### config.mk
export PLATFORM = sky130hd
export DESIGN_NAME = mdix_engine
export DESIGN_NICKNAME = d
export VERILOG_FILES = /design/src/rtl/mdix_pkg.sv /design/src/rtl/mdix_frame.sv /design/src/rtl/mdix_busmux.sv /design/src/rtl/mdix_portmap.sv /design/src/rtl/mdix_engine.sv
export SDC_FILE = /design/constraint.sdc
export NUM_CORES = 1
export LEC_CHECK = 0
export ABC_AREA = 1
export ABC_CLOCK_PERIOD_IN_PS = 13800
export BUFFER_PORTS_ARGS = -buffer_cell sky130_fd_sc_hd__buf_4
export CORE_ASPECT_RATIO = 0.5
export CORE_MARGIN = 1
export CORE_UTILIZATION = 50
export DETAILED_ROUTE_END_ITERATION = 7
export PLACE_DENSITY = 0.67
export SLEW_MARGIN = 20
export SYNTH_ARGS = -nofsm -noshare
export SYNTH_HDL_FRONTEND = slang
export SYNTH_SLANG_ARGS = --single-unit
### constraint.sdc
create_clock -name clk -period 13.8 [get_ports clk]
set_input_delay 2.76 -clock clk [delete_from_list [all_inputs] [get_ports clk]]
set_output_delay 2.76 -clock clk [all_outputs]
set_load 0.005 [all_outputs]
### src/rtl/mdix_pkg.sv
package mdix_pkg;

    localparam int REG_AW     = 4;
    localparam int A_CMD      = 0;
    localparam int A_DATA     = 1;
    localparam int A_MMD      = 2;
    localparam int A_WMASK    = 3;
    localparam int A_GSEL     = 4;
    localparam int A_PHYTAB   = 5;
    localparam int GSEL_LSB   = 16;
    localparam int PORT_IDX_W = 5;

    // bit slots within one 64-bit serial frame
    localparam int PRE_BITS    = 32;
    localparam int RD_OWN_BITS = 46;
    localparam int RD_DAT_POS  = 48;
    localparam int LAST_POS    = 63;

    localparam logic [1:0] ST_C22  = 2'b01;
    localparam logic [1:0] ST_C45  = 2'b00;
    localparam logic [1:0] OP_ADDR = 2'b00;
    localparam logic [1:0] OP_WR   = 2'b01;
    localparam logic [1:0] OP_RD22 = 2'b10;
    localparam logic [1:0] OP_RD45 = 2'b11;

    typedef enum logic [1:0] {SQ_IDLE, SQ_RESOLVE, SQ_ADDR, SQ_DATA} seq_e;

    // command bits 24:1, in the order their positions require
    typedef struct packed {
        logic [4:0]  regnum;
        logic [4:0]  park;
        logic [11:0] main;
        logic        wr;
        logic        c45;
    } cmd_t;

    function automatic logic [31:0] pack_frame(input logic [1:0] st, input logic [1:0] op,
                                               input logic [4:0] phy, input logic [4:0] sub,
                                               input logic [15:0] payload);
        return {st, op, phy, sub, 2'b10, payload};
    endfunction

    function automatic int popcount32(input logic [31:0] v);
        int n = 0;
        for (int i = 0; i < 32; i++) n += int'(v[i]);
        return n;
    endfunction

    function automatic logic [PORT_IDX_W-1:0] low_index(input logic [31:0] v);
        logic [PORT_IDX_W-1:0] r = '0;
        for (int i = 31; i >= 0; i--) if (v[i]) r = PORT_IDX_W'(i);
        return r;
    endfunction

endpackage

### src/rtl/mdix_frame.sv
module mdix_frame
    import mdix_pkg::*;
#(
    parameter int DIV_HALF = 2
) (
    input  logic        clk,
    input  logic        rst,
    input  logic        start,
    input  logic [31:0] frame,
    input  logic        drive_all,
    input  logic        mdi,
    output logic        active,
    output logic        mdc_lvl,
    output logic        mdo,
    output logic        mdoe,
    output logic [15:0] rdata,
    output logic        done
);
    localparam int PER = 2 * DIV_HALF;
    localparam int CW  = (PER > 2) ? $clog2(PER) : 1;

    logic [CW-1:0] cnt;
    logic [5:0]    idx;
    logic [31:0]   frm;
    logic          drv;

    always_ff @(posedge clk) begin
        if (rst) begin
            active <= 1'b0;
            cnt    <= '0;
            idx    <= '0;
            frm    <= '0;
            drv    <= 1'b0;
            rdata  <= '0;
            done   <= 1'b0;
        end else begin
            done <= 1'b0;
            if (!active) begin
                if (start) begin
                    active <= 1'b1;
                    cnt    <= '0;
                    idx    <= '0;
                    frm    <= frame;
                    drv    <= drive_all;
                end
            end else begin
                if (cnt == CW'(DIV_HALF) && int'(idx) >= RD_DAT_POS)
                    rdata <= {rdata[14:0], mdi};
                if (cnt == CW'(PER - 1)) begin
                    cnt <= '0;
                    if (int'(idx) == LAST_POS) begin
                        active <= 1'b0;
                        done   <= 1'b1;
                    end else begin
                        idx <= idx + 6'd1;
                    end
                end else begin
                    cnt <= cnt + CW'(1);
                end
            end
        end
    end

    assign mdc_lvl = active && (cnt >= CW'(DIV_HALF));
    assign mdo     = active && (idx[5] ? frm[5'd31 - idx[4:0]] : 1'b1);
    assign mdoe    = active && (drv || int'(idx) < RD_OWN_BITS);

endmodule

### src/rtl/mdix_busmux.sv
module mdix_busmux #(
    parameter int NBUS = 4,
    localparam int BW  = (NBUS > 2) ? $clog2(NBUS) : 1
) (
    input  logic [BW-1:0]   sel,
    input  logic            mdc_lvl,
    input  logic            mdo,
    input  logic            mdoe,
    input  logic [NBUS-1:0] mdio_i,
    output logic [NBUS-1:0] mdc,
    output logic [NBUS-1:0] mdio_o,
    output logic [NBUS-1:0] mdio_oe,
    output logic            mdi
);
    for (genvar b = 0; b < NBUS; b++) begin : g_bus
        logic hit;
        assign hit        = (int'(sel) == b);
        assign mdc[b]     = hit && mdc_lvl;
        assign mdio_o[b]  = hit && mdo;
        assign mdio_oe[b] = hit && mdoe;
    end

    assign mdi = mdio_i[sel];

endmodule

### src/rtl/mdix_portmap.sv
module mdix_portmap
    import mdix_pkg::*;
#(
    parameter int NPORTS = 28,
    parameter int NBUS   = 4,
    localparam int BW    = (NBUS > 2) ? $clog2(NBUS) : 1
) (
    input  logic                  clk,
    input  logic                  rst,
    input  logic                  we,
    input  logic [REG_AW-1:0]     addr,
    input  logic [31:0]           wdata,
    input  logic [PORT_IDX_W-1:0] port,
    output logic [4:0]            phy,
    output logic [BW-1:0]         bus,
    output logic [31:0]           rd_data
);
    localparam int PA_WORDS = (NPORTS + 5) / 6;
    localparam int BS_BASE  = A_PHYTAB + PA_WORDS;

    logic [4:0]    phy_tab [NPORTS];
    logic [BW-1:0] bus_tab [NPORTS];

    always_ff @(posedge clk) begin
        if (rst) begin
            for (int i = 0; i < NPORTS; i++) begin
                phy_tab[i] <= '0;
                bus_tab[i] <= '0;
            end
        end else if (we) begin
            for (int i = 0; i < NPORTS; i++) begin
                if (int'(addr) == A_PHYTAB + i / 6)
                    phy_tab[i] <= wdata[(i % 6) * 5 +: 5];
                if (int'(addr) == BS_BASE + i / 16)
                    bus_tab[i] <= wdata[(i % 16) * 2 +: BW];
            end
        end
    end

    always_comb begin
        rd_data = '0;
        for (int i = 0; i < NPORTS; i++) begin
            if (int'(addr) == A_PHYTAB + i / 6)
                rd_data[(i % 6) * 5 +: 5] = phy_tab[i];
            if (int'(addr) == BS_BASE + i / 16)
                rd_data[(i % 16) * 2 +: BW] = bus_tab[i];
        end
    end

    assign phy = (int'(port) < NPORTS) ? phy_tab[port] : '0;
    assign bus = (int'(port) < NPORTS) ? bus_tab[port] : '0;

endmodule

### src/rtl/mdix_engine.sv
module mdix_engine
    import mdix_pkg::*;
#(
    parameter int NPORTS   = 28,
    parameter int NBUS     = 4,
    parameter int DIV_HALF = 2
) (
    input  logic              clk,
    input  logic              rst,
    input  logic [3:0]        reg_addr,
    input  logic              reg_we,
    input  logic [31:0]       reg_wdata,
    output logic [31:0]       reg_rdata,
    output logic [NBUS-1:0]   mdc,
    output logic [NBUS-1:0]   mdio_o,
    output logic [NBUS-1:0]   mdio_oe,
    input  logic [NBUS-1:0]   mdio_i
);
    localparam int BW = (NBUS > 2) ? $clog2(NBUS) : 1;

    // software-visible state
    cmd_t            cmd_f;
    logic            busy;
    logic            cmd_fail;
    logic [15:0]     data_hi;
    logic [15:0]     data_lo;
    logic [4:0]      mmd_dev;
    logic [15:0]     mmd_reg;
    logic [31:0]     wmask;
    logic [NBUS-1:0] gsel;

    // values latched at acceptance
    logic            act_wr;
    logic            act_c45;
    logic [4:0]      act_rn;
    logic [31:0]     act_mask;
    logic [15:0]     act_hi;
    logic [4:0]      act_dev;
    logic [15:0]     act_mreg;
    logic [4:0]      phy_l;
    logic [BW-1:0]   sel;
    seq_e            state;

    logic [PORT_IDX_W-1:0] lk_port;
    logic [4:0]            lk_phy;
    logic [BW-1:0]         lk_bus;
    logic [31:0]           tab_rd;
    logic                  port_bad;
    logic                  mode_bad;
    logic [15:0]           wdat;
    logic [1:0]            op_xfer;
    logic                  f_start;
    logic [31:0]           f_word;
    logic                  f_drive;
    logic                  f_active;
    logic                  f_mdc;
    logic                  f_mdo;
    logic                  f_mdoe;
    logic                  f_mdi;
    logic [15:0]           f_rdata;
    logic                  f_done;
    logic                  wr_sel;

    assign wr_sel = reg_we && !(int'(reg_addr) == A_CMD && busy);

    mdix_portmap #(.NPORTS(NPORTS), .NBUS(NBUS)) u_map (
        .clk(clk), .rst(rst), .we(wr_sel), .addr(reg_addr), .wdata(reg_wdata),
        .port(lk_port), .phy(lk_phy), .bus(lk_bus), .rd_data(tab_rd)
    );

    mdix_frame #(.DIV_HALF(DIV_HALF)) u_frame (
        .clk(clk), .rst(rst), .start(f_start), .frame(f_word), .drive_all(f_drive),
        .mdi(f_mdi), .active(f_active), .mdc_lvl(f_mdc), .mdo(f_mdo), .mdoe(f_mdoe),
        .rdata(f_rdata), .done(f_done)
    );

    mdix_busmux #(.NBUS(NBUS)) u_mux (
        .sel(sel), .mdc_lvl(f_mdc), .mdo(f_mdo), .mdoe(f_mdoe), .mdio_i(mdio_i),
        .mdc(mdc), .mdio_o(mdio_o), .mdio_oe(mdio_oe), .mdi(f_mdi)
    );

    // port resolution and frame selection
    always_comb begin
        lk_port  = act_wr ? low_index(act_mask) : act_hi[PORT_IDX_W-1:0];
        port_bad = act_wr ? (popcount32(act_mask) != 1 || int'(low_index(act_mask)) >= NPORTS)
                          : (int'(act_hi) >= NPORTS);
        mode_bad = (act_c45 != gsel[lk_bus]);
        wdat     = act_wr ? act_hi : 16'hFFFF;
        op_xfer  = act_wr ? OP_WR : (act_c45 ? OP_RD45 : OP_RD22);
        f_start  = 1'b0;
        f_word   = '0;
        f_drive  = 1'b0;
        case (state)
            SQ_RESOLVE: begin
                if (!port_bad && !mode_bad) begin
                    f_start = 1'b1;
                    if (act_c45) begin
                        f_word  = pack_frame(ST_C45, OP_ADDR, lk_phy, act_dev, act_mreg);
                        f_drive = 1'b1;
                    end else begin
                        f_word  = pack_frame(ST_C22, op_xfer, lk_phy, act_rn, wdat);
                        f_drive = act_wr;
                    end
                end
            end
            SQ_ADDR: begin
                if (f_done) begin
                    f_start = 1'b1;
                    f_word  = pack_frame(ST_C45, op_xfer, phy_l, act_dev, wdat);
                    f_drive = act_wr;
                end
            end
            default: ;
        endcase
    end

    always_ff @(posedge clk) begin
        if (rst) begin
            cmd_f    <= '0;
            busy     <= 1'b0;
            cmd_fail <= 1'b0;
            data_hi  <= '0;
            data_lo  <= '0;
            mmd_dev  <= '0;
            mmd_reg  <= '0;
            wmask    <= '0;
            gsel     <= '0;
            act_wr   <= 1'b0;
            act_c45  <= 1'b0;
            act_rn   <= '0;
            act_mask <= '0;
            act_hi   <= '0;
            act_dev  <= '0;
            act_mreg <= '0;
            phy_l    <= '0;
            sel      <= '0;
            state    <= SQ_IDLE;
        end else begin
            if (reg_we) begin
                case (int'(reg_addr))
                    A_DATA:  {data_hi, data_lo} <= reg_wdata;
                    A_MMD:   {mmd_dev, mmd_reg} <= reg_wdata[20:0];
                    A_WMASK: wmask <= reg_wdata;
                    A_GSEL:  gsel  <= reg_wdata[GSEL_LSB +: NBUS];
                    default: ;
                endcase
            end
            case (state)
                SQ_IDLE: begin
                    if (reg_we && int'(reg_addr) == A_CMD) begin
                        cmd_f <= cmd_t'(reg_wdata[24:1]);
                        if (reg_wdata[0]) begin
                            busy     <= 1'b1;
                            cmd_fail <= 1'b0;
                            act_wr   <= reg_wdata[2];
                            act_c45  <= reg_wdata[1];
                            act_rn   <= reg_wdata[24:20];
                            act_mask <= wmask;
                            act_hi   <= data_hi;
                            act_dev  <= mmd_dev;
                            act_mreg <= mmd_reg;
                            state    <= SQ_RESOLVE;
                        end
                    end
                end
                SQ_RESOLVE: begin
                    if (port_bad || mode_bad) begin
                        busy     <= 1'b0;
                        cmd_fail <= 1'b1;
                        state    <= SQ_IDLE;
                    end else begin
                        sel   <= lk_bus;
                        phy_l <= lk_phy;
                        state <= act_c45 ? SQ_ADDR : SQ_DATA;
                    end
                end
                SQ_ADDR: begin
                    if (f_done) state <= SQ_DATA;
                end
                SQ_DATA: begin
                    if (f_done) begin
                        if (!act_wr) data_lo <= f_rdata;
                        busy  <= 1'b0;
                        state <= SQ_IDLE;
                    end
                end
                default: state <= SQ_IDLE;
            endcase
        end
    end

    always_comb begin
        case (int'(reg_addr))
            A_CMD:   reg_rdata = {6'b0, cmd_fail, cmd_f, busy};
            A_DATA:  reg_rdata = {data_hi, data_lo};
            A_MMD:   reg_rdata = {11'b0, mmd_dev, mmd_reg};
            A_WMASK: reg_rdata = wmask;
            A_GSEL: begin
                reg_rdata = '0;
                reg_rdata[GSEL_LSB +: NBUS] = gsel;
            end
            default: reg_rdata = tab_rd;
        endcase
    end

endmodule

==> results.md <==
- Status: complete, no violations
- Yosys top cell area share: 26.6%
- Root Buffer: clkbuf_16
- Number of flops mapped to enable cells by yosys: between 150 and 200
- Register with the most flip-flops: u_map.phy_tab
- Tcrit/Tclk final: between 60% and 70%
- Pin count of the biggest net entering global routing: around 130
- Clock Pin Slew Worst Setup and Hold Paths: approximately 0.060 ns
- Ys async rst share: 0%
- Warnings from Yosys: 0
- Total Wirelength: 78.5 mm
- Boundary pin count: between 80 and 90
- Part of the power in the clock network: 40.8%
- Global route overflow: 0
- Wire length per cell: between 20 and 25 um
- Crit start category: primary input
- Max_slew headroom: between 20% and 30%
- Class of the worst hold path: register to register
- Setup TNS: 0 ns
- RSZ-0062 raised after global routing: no
- Finished Core Util: 56.2%
- Clk sinks: 453
- Starting DRT DRC Count: roughly 3000
- Post-route ant nets: 0
- Yosys cell types: 49
- Clk buf depth: 3
- Resize count post-CTS: 0
- Antenna violations before repair: 2
- Worst Setup End Kind: primary output
- Worst vdd ir: roughly 0.000067 V
- F_max: ~0.12 GHz
- Mean Syn Cell Area: ~8 um2
- Design Area, Final: between 0.02 and 0.025 mm2
- Crit Path Category: primary input to primary output
- Worst endpoint required time: 11.04 ns
- Fin. Hold Viols: 0
- Cts hold-fix bufs: 0
- P_int: 2.24 mW
- Routed vias/inst: 6.02
- Most numerous cell in the Yosys netlist: nand2_1
- DP Worst Slack: about 5.6 ns
- Post-CTS Setup Bufs: 0
- Nets@finish: around 2800
- Initial core utilization: approximately 50%
- Sw Pwr: slightly below 800 uW
- # setup viols final: 0
- Largest area contributor in the netlist: edfxtp_1
- CTS Buf Count: 41
- Placed Area: about 0.023 mm2
- First-pass GRT wire length: around 110 mm
- Synthesized area: 0.0221 mm2
- Clk Latency, worst-skew pair: between 0.5 and 0.6 ns
- PnR worst setup slack: roughly 5.5 ns
- Largest regs: u_map.phy_tab x140, u_map.bus_tab x56
- Share of power burned in registers: between 40% and 50%
- CTS HTree Levels: 2
- Mapped Cells: approximately 2800
- Cells after DPL: between 3000 and 4000
- Vias in the first global route: approximately 17000
- Net Sw Frac: around 26%
- Max Slew Vio Count: 0
- Logic pwr share: ~10%
- Slew @ Worst Pin: 1.07 ns
- Die width: ~300 um
- CTS tree: built
- Core area: approximately 0.044 mm2
- Drc violations: 0
- Max cap viols: 0
- Post-route minimum period: roughly 8.3 ns
- # rows: between 50 and 60
- Die height: 151 um
- DR vias: 20300
- Non-Filler Instances: between 3000 and 4000
- Fraction of layout cells with a size suffix above 1: between 7 and 8%
- Layout area overhead: 10.8%
- Top area cells in the synthesized netlist: edfxtp_1 (27%), dfxtp_1 (23%), nand2_1 (8.2%), a21oi_1 (6.3%), o21ai_0 (6.2%)
- Main synth FF type: dfxtp_1
- Post-synthesis sequential area ratio: between 40% and 50%
- Leakage: 9.88 nW
- Final Wtd Congestion: between 0.9 and 1
- All-Layer GR Usage: 34.1%
- Top cells by count, synth: nand2_1 (485), inv_1 (343), nor2_1 (318)
- Synthesized net count: between 2000 and 3000
- Die area: 0.0451 mm2
- Max reg flops: between 100 and 150
- Clk_skew: between 0.02 and 0.03 ns
- Port Buf Inserts: 86
- CP Max Fanout: 27
- Post-DP HPWL: about 56 mm
- CP Data Arrival Time: approximately 5.6 ns
- Detailed Routing Iterations Pass 1: 6
- Synth Register Bits: around 450
- Power Dens Cells: 123 mW/mm2
[through the flow]
step / hold slack [ns] / power, mW
after global placement: 0.439 / 1.80
final: 0.452 / 3.02
after global routing: 0.469 / 3.10
after detailed placement: 0.444 / 1.81
after CTS: 0.453 / 3.01
after floorplan: 0.425 / 1.68
[final timing paths]
path / start / end / slack, ns / cells after the start
worst max register to register: act_mask[29] / u_frame.frm[23] / 6.57 / 48
worst min-delay path: u_frame.frm[17] / u_frame.frm[17] / 0.45 / 2
worst max-delay path: reg_addr[3] / reg_rdata[8] / 5.49 / 9
worst min register to register: u_frame.frm[17] / u_frame.frm[17] / 0.45 / 2
[kinds of logic after synthesis]
logic type	synth area share (%)
AO/OA/AOI/OAI	19.3
buffers and inverters	9.25
flip-flops	49.9
AND/OR/NAND/NOR	18.5
adder cells (fa/ha/maj)	2.97
[power by group through the flow]
stage               Combinational [mW]  Sequential (mW)  Clock (mW)
CTS                              0.291             1.49        1.23
global route                     0.325             1.49        1.28
global placement                 0.286             1.52           0
finish                           0.301             1.49        1.23
detailed placement               0.290             1.52           0
floorplan                        0.180             1.50           0
[critical path, stage by stage]
cell and delay (ns):
buf_4 0.12, nor2_1 0.11, inv_1 0.09, nor2_1 0.56, clkinv_1 0.96, o22ai_1 0.48
a221oi_1 0.10, nand4_1 0.21, buf_4 0.15
[cell usage in the layout, fill, tap and decap left out, types with 3 or more instances in the layout]
master / n
a211oi_1: 5
a21oi_1: 275
a21oi_2: 3
a221oi_1: 50
a22o_1: 6
a31oi_1: 11
a32o_1: 6
buf_4: 115
bufinv_16: 6
clkbuf_1: 11
clkbuf_16: 43
clkbuf_8: 3
clkinv_1: 8
clkinv_2: 3
dfxtp_1: 257
edfxtp_1: 196
fa_1: 24
ha_1: 14
inv_1: 343
inv_6: 3
nand2_1: 484
nand2_2: 5
nand3_1: 146
nand3b_1: 5
nand4_1: 21
nor2_1: 311
nor2_2: 6
nor3_1: 11
nor4_1: 4
o2111ai_1: 12
o211ai_1: 29
o21ai_0: 271
o21ai_1: 6
o221ai_1: 7
o22ai_1: 42
o31ai_1: 6
[metal layers]
metal	part of all wire, %	global-route usage, %
met5	0.017	0
met4	2.1	7.04
met3	14	10.4
met2	40	47.3
met1	43	51.5
[final cells by class]
cell class / count / area (um2)
Timing Repair Buffer: 118 / 917
Multi-Input combinational cell: 1785 / 9090
Clock inverter: 15 / 229
Fill cell: 4110 / 19100
Inverter: 351 / 1320
Sequential cell: 453 / 11000
Antenna cell: 2 / 5.00
Tap cell: 588 / 736
Clock buffer: 57 / 1160
No activity file was read; power rests on OpenSTA's default activity.
